===== src/rtl/mfseq_pkg.sv =====
package mfseq_pkg;
  // Strobes from control to datapath, at most one active per cycle.
  typedef struct packed {
    logic clear;     // restart or configuration write
    logic stepWord;  // next word, same FIFO
    logic stepFifo;  // first word of next FIFO
    logic wrap;      // back to FIFO 0 after a full pass
  } seqStrobe_t;
endpackage


===== src/rtl/mfseq_ctrl.sv =====
module mfseq_ctrl
  import mfseq_pkg::*;
(
  input  logic       clk,
  input  logic       rstN,
  input  logic       req,
  input  logic       ack,
  input  logic       restart,
  input  logic       cfgWe,
  input  logic       lastWord,
  input  logic       lastFifo,
  output seqStrobe_t stb,
  output logic       frameDone
);
  logic hs;
  logic clr;

  assign hs  = req & ack;
  assign clr = restart | cfgWe;

  always_comb begin
    stb          = '0;
    stb.clear    = clr;
    stb.stepWord = hs & ~clr & ~lastWord;
    stb.stepFifo = hs & ~clr & lastWord & ~lastFifo;
    stb.wrap     = hs & ~clr & lastWord & lastFifo;
  end

  assign frameDone = stb.wrap;

  AST_FRAME_NEEDS_HS: assert property (@(posedge clk) disable iff (!rstN)
    frameDone |-> (req && ack && !restart && !cfgWe));
  AST_STROBE_EXCL: assert property (@(posedge clk) disable iff (!rstN)
    $onehot0({stb.clear, stb.stepWord, stb.stepFifo, stb.wrap}));
endmodule


===== src/rtl/mfseq_dp.sv =====
module mfseq_dp
  import mfseq_pkg::*;
#(
  parameter int ADDR_W = 16,
  parameter int CNT_W  = 4,
  parameter int STR_W  = 2,
  parameter int WPF_W  = 4
) (
  input  logic              clk,
  input  logic              rstN,
  input  logic              cfgWe,
  input  logic              cfgSel,
  input  logic [ADDR_W-1:0] cfgBase,
  input  logic [CNT_W-1:0]  cfgFifoCnt,
  input  logic [STR_W-1:0]  cfgStride,
  input  logic [WPF_W-1:0]  cfgWords,
  input  logic              dirSel,
  input  seqStrobe_t        stb,
  output logic              lastWord,
  output logic              lastFifo,
  output logic [CNT_W-1:0]  fifoIdx,
  output logic [ADDR_W+1:0] fifoAddr
);
  localparam int NDIR = 2;

  typedef struct packed {
    logic [ADDR_W-1:0] base;
    logic [CNT_W-1:0]  cnt;
    logic [STR_W-1:0]  stride;
    logic [WPF_W-1:0]  words;
  } dirCfg_t;

  dirCfg_t          cfgR [NDIR];
  logic [CNT_W-1:0] effCnt [NDIR];
  logic [WPF_W-1:0] effWords [NDIR];
  logic [WPF_W-1:0] wordPos;

  always_ff @(posedge clk) begin
    if (!rstN) begin
      for (int d = 0; d < NDIR; d++) cfgR[d] <= '0;
    end else if (cfgWe) begin
      cfgR[cfgSel] <= '{base: cfgBase, cnt: cfgFifoCnt, stride: cfgStride, words: cfgWords};
    end
  end

  // Zero counts are read as one so that every handshake advances.
  for (genvar d = 0; d < NDIR; d++) begin : g_dir
    assign effCnt[d]   = (cfgR[d].cnt == '0)   ? CNT_W'(1) : cfgR[d].cnt;
    assign effWords[d] = (cfgR[d].words == '0) ? WPF_W'(1) : cfgR[d].words;
  end

  logic [CNT_W-1:0]  aCnt;
  logic [WPF_W-1:0]  aWords;
  logic [ADDR_W-1:0] aBase;
  logic [ADDR_W-1:0] pitch;
  logic [ADDR_W-1:0] offs;

  assign aCnt     = effCnt[dirSel];
  assign aWords   = effWords[dirSel];
  assign aBase    = cfgR[dirSel].base;
  assign pitch    = ADDR_W'(cfgR[dirSel].stride) + ADDR_W'(1);
  assign offs     = ADDR_W'(fifoIdx) * pitch;
  assign fifoAddr = {aBase + offs, 2'b00};

  assign lastWord = (wordPos >= aWords - WPF_W'(1));
  assign lastFifo = (fifoIdx >= aCnt - CNT_W'(1));

  always_ff @(posedge clk) begin
    if (!rstN || stb.clear || stb.wrap) begin
      fifoIdx <= '0;
      wordPos <= '0;
    end else if (stb.stepFifo) begin
      fifoIdx <= fifoIdx + CNT_W'(1);
      wordPos <= '0;
    end else if (stb.stepWord) begin
      wordPos <= wordPos + WPF_W'(1);
    end
  end

  AST_HOLD_IDLE: assert property (@(posedge clk) disable iff (!rstN)
    (stb == '0) |=> ($stable(fifoIdx) && $stable(wordPos)));
  AST_WRAP_ZERO: assert property (@(posedge clk) disable iff (!rstN)
    stb.wrap |=> (fifoIdx == '0 && wordPos == '0));
  AST_CLEAR_ZERO: assert property (@(posedge clk) disable iff (!rstN)
    stb.clear |=> (fifoIdx == '0 && wordPos == '0));
  AST_WORD_STEP: assert property (@(posedge clk) disable iff (!rstN)
    stb.stepWord |=> ($stable(fifoIdx) && wordPos == $past(wordPos) + WPF_W'(1)));
  AST_FIFO_STEP: assert property (@(posedge clk) disable iff (!rstN)
    stb.stepFifo |=> (fifoIdx == $past(fifoIdx) + CNT_W'(1) && wordPos == '0));
endmodule


===== src/rtl/mfifo_addr_seq.sv =====
module mfifo_addr_seq
  import mfseq_pkg::*;
#(
  parameter int ADDR_W = 16,
  parameter int CNT_W  = 4,
  parameter int STR_W  = 2,
  parameter int WPF_W  = 4
) (
  input  logic              clk,
  input  logic              rstN,
  input  logic              restart,
  input  logic              cfgWe,
  input  logic              cfgSel,
  input  logic [ADDR_W-1:0] cfgBase,
  input  logic [CNT_W-1:0]  cfgFifoCnt,
  input  logic [STR_W-1:0]  cfgStride,
  input  logic [WPF_W-1:0]  cfgWords,
  input  logic              dirSel,
  input  logic              req,
  input  logic              ack,
  output logic [ADDR_W+1:0] fifoAddr,
  output logic [CNT_W-1:0]  fifoIdx,
  output logic              frameDone
);
  seqStrobe_t stb;
  logic       lastWord;
  logic       lastFifo;

  mfseq_ctrl i_ctrl (
    .clk(clk), .rstN(rstN), .req(req), .ack(ack), .restart(restart),
    .cfgWe(cfgWe), .lastWord(lastWord), .lastFifo(lastFifo),
    .stb(stb), .frameDone(frameDone)
  );

  mfseq_dp #(.ADDR_W(ADDR_W), .CNT_W(CNT_W), .STR_W(STR_W), .WPF_W(WPF_W)) i_dp (
    .clk(clk), .rstN(rstN), .cfgWe(cfgWe), .cfgSel(cfgSel), .cfgBase(cfgBase),
    .cfgFifoCnt(cfgFifoCnt), .cfgStride(cfgStride), .cfgWords(cfgWords),
    .dirSel(dirSel), .stb(stb), .lastWord(lastWord), .lastFifo(lastFifo),
    .fifoIdx(fifoIdx), .fifoAddr(fifoAddr)
  );

  AST_FRAME_ON_WRAP: assert property (@(posedge clk) disable iff (!rstN)
    frameDone |=> (fifoIdx == '0));
endmodule


===== config.mk =====
export PLATFORM = sky130hd
export DESIGN_NAME = mfifo_addr_seq
export DESIGN_NICKNAME = d
export VERILOG_FILES = /design/src/rtl/mfseq_pkg.sv /design/src/rtl/mfseq_ctrl.sv /design/src/rtl/mfseq_dp.sv /design/src/rtl/mfifo_addr_seq.sv
export SDC_FILE = /design/constraint.sdc
export NUM_CORES = 1
export LEC_CHECK = 0
export ABC_AREA = 1
export BUFFER_PORTS_ARGS = -buffer_cell sky130_fd_sc_hd__buf_2
export CORE_MARGIN = 5
export CORE_UTILIZATION = 62
export DETAILED_ROUTE_END_ITERATION = 16
export PLACE_DENSITY = 0.93
export REMOVE_ABC_BUFFERS = 1
export SYNTH_ARGS = -nofsm -noshare
export SYNTH_HDL_FRONTEND = slang
export SYNTH_HIERARCHICAL = 1
export SYNTH_SLANG_ARGS = --single-unit

===== constraint.sdc =====
create_clock -name clk -period 8.49 [get_ports clk]
set_clock_uncertainty 0.05 [all_clocks]
set_input_delay 1.2735 -clock clk [delete_from_list [all_inputs] [get_ports clk]]
set_output_delay 1.2735 -clock clk [all_outputs]
set_load 0.05 [all_outputs]

==> run_results.csv <==
group,metric,value,unit
drt,wl,8316,µm
clocking,ctsHoldBuffers,0,
sta,slew_violations,0,
worst_setup_path,cp-end-kind,"output port",
worst_setup_path,crit_arrival,5440,ps
layout,area_growth,13.28,%
drt,met2_length,4350,µm
sta,tns,0,ps
place,post-place-ws,1778,ps
clocking,clk-insertion-delay-late,340,ps
yosys,async_flop_share,0,
layout,insertedDiodeCount,0,
yosys,yosysSeqAreaShare,0.4568,
layout,utilization,0.7210,
sta,max_freq,147.8,MHz
global_routing,grt_start_max_net_pins,30,
clocking,numClockSinks,60,
sta,setup_viol,0,
pwr,vdd_drop_max,0.1758,mV
yosys,ys_ff_latch,60,
drt,drc,0,
clocking,clk_pin_slew,70,ps
flow_run,drv_cap,0,
clocking,cts_max_path_buffers,2,
yosys,synth.yosys.warnings,6,
drt,viasPerCell,5.246,
yosys,syn_inst,440,
drt,wl_met1,3248,µm
sta,tightest_slew,1220,ps
place,gp_congestion,0.8414,
clocking,cts_tree,"done",
clocking,post_cts_buffers,0,
sta,period_needed,6767,ps
global_routing,grt_pass1_wl,13990,µm
status,outcome,"finished, final reports clean",
drt,routedWlPerCell,14.51,µm
drt,wl_met3,534,µm
layout,num-nets-final,557,
yosys,yosys-top-cells-area,"edfxtp_1, nand2_1, ha_1, nor2_1, inv_1",
worst_setup_path,path_max_fanout,29,
floorplan,die-area,7738,µm²
layout,drive_gt1_frac,0.1928,
clocking,htree_levels,3,
floorplan,core_area,5921,µm²
floorplan,dieHeight,87.97,µm
sta,timing.final.ws_setup,1723,ps
drt,first_pass_iters,6,
sta,hold_slack,478.1,ps
floorplan,pin_count,57,
pwr,power,0.7718,mW
clocking,cts_resized,0,
floorplan,die_w,87.97,µm
yosys,netlist_area,3769,µm²
floorplan,rows,28,
floorplan,initial_core_util,0.6365,
pwr,powerDensity,180.8,nW/µm²
yosys,avgSynthCellArea,8.565,µm²
place,dp_hpwl,5614,µm
clocking,cts_buffers,9,
worst_setup_path,critPathKind,"primary input to output port",
place,io_buffers,54,
pwr,p_leak,2.113,nW
sta,min_period_over_period,0.7971,
clocking,root_buffer,"clkbuf_8",
worst_hold_path,min_path_type,"flip-flop to flip-flop",
global_routing,antenna_found_initial,0,
global_routing,grt-ovfl-total,0,
sta,slew_headroom,0.1846,
yosys,synth_cell_types,38,
sta,rsz0062_at_grt,"no",
yosys,synth_largest_area_cell,"edfxtp_1",
drt,routed.top_layer,"met4",
yosys,yosys.area.top_type_share,0.4143,
yosys,synth-edff-count,52,
drt,ant_nets,0,
worst_setup_path,startpoint_type,"primary input",
drt,initialDrtViolationCount,319,
global_routing,grt_pass1_vias,3155,
drt,via_count,3006,
sta,finalHoldViolCount,0,
worst_setup_path,required,7170,ps
yosys,synthFlopType,"edfxtp_1",
global_routing,grt.total_usage,0.2350,
final timing paths:
check	start	to	slack (ps)	cells after the start
setup / recovery	dirSel	fifoAddr[13]	1720	17
hold reg to reg	i_dp/wordPos[2]$_SDFFE_PP0P_	i_dp/wordPos[2]$_SDFFE_PP0P_	480	2
setup reg to reg	i_dp/cfgR[1][9]$_SDFFCE_PN0P_	i_dp/wordPos[0]$_SDFFE_PP0P_	5550	13
hold / removal	i_dp/wordPos[2]$_SDFFE_PP0P_	i_dp/wordPos[2]$_SDFFE_PP0P_	480	2
final cells by class:
cell class	count	area, µm²
clock buffer	9	123.9
clock inverter	7	101.3
fill	424	1652
inverter	71	266.5
multi-input combinational	297	1692
sequential	60	1722
tap	75	93.84
timing repair buffer	54	270.3
worst max-delay path, cell delays in order:
cell and delay, ps:
buf_2 510, inv_2 350, nand2_1 180, nand2_1 120, ha_1 370, nand2_1 100, fa_1 510, inv_1 60
fa_1 530, fa_1 480, nand2_1 70, nand2_1 70, nand3b_1 80, nand2_1 170, nand2_2 140, xnor2_1 120
buf_2 280
per-layer routing:
metal | vias up | global-route usage
met5 | - | 0
met4 | 0 | 0.07671
met3 | 18 | 0.05174
met2 | 126 | 0.4178
met1 | 1374 | 0.2821
li1 | 1488 | -
placed cells by master (no fill, tap or decap), drive strengths merged, types with 5 or more instances in the layout:
master	Yosys	layout
clkbuf	4	9
o21ai	7	7
ha	23	23
a21oi	8	8
fa	7	7
xor2	6	6
or2	6	6
nor3	5	5
nand2	117	117
nand4	5	5
nor2	79	79
inv	71	71
nand3	11	11
edfxtp	52	52
dfxtp	8	8
buf	9	54
report_power, final:
part / total [mW] / internal [mW] / switching (mW)
clock network: 0.286 / 0.166 / 0.119
logic: 0.135 / 0.0392 / 0.0961
registers: 0.351 / 0.343 / 0.00829
total: 0.772 / 0.548 / 0.224
stage by stage:
step / cells / instance area (µm²)
detailed placement: 557 / 4044
global route: 573 / 4269
CTS: 573 / 4269
finish: 573 / 4269
floorplan: 428 / 3680
global placement: 557 / 4044
state kept, by name (all words and copies together) (netlist names):
signal	flops
i_dp/cfgR	52
i_dp/fifoIdx	4
i_dp/wordPos	4
synth_stat cells, types with 2 or more instances:
master and n:
nor3_1 4, inv_1 70, ha_1 23, nor2_1 75, o21ai_2 2, o211ai_1 2, fa_1 7, nand3_1 11
mux2i_1 4, o21ai_0 3, a21oi_1 8, dfxtp_1 8, nand3b_1 4, o31ai_1 4, nand2_2 11, buf_4 4
buf_6 2, buf_2 2, nor2_2 3, xnor2_1 4, clkbuf_1 4, or2_2 5, xor2_1 6, nand2_1 105
nand4_1 5, edfxtp_1 52
cells by family after synthesis:
| family | after synthesis | synth area share |
|---|---|---|
| fa+ha+maj | 30 | 0.1135 |
| mux | 4 | 0.01062 |
| buf+inv | 84 | 0.09528 |
| xor+xnor | 10 | 0.02324 |
| simple gates | 229 | 0.2606 |
| other cells | 1 | 0.0009951 |
| compound gates | 22 | 0.03884 |
| flops | 60 | 0.4568 |
(Power assumes the default switching activity.)
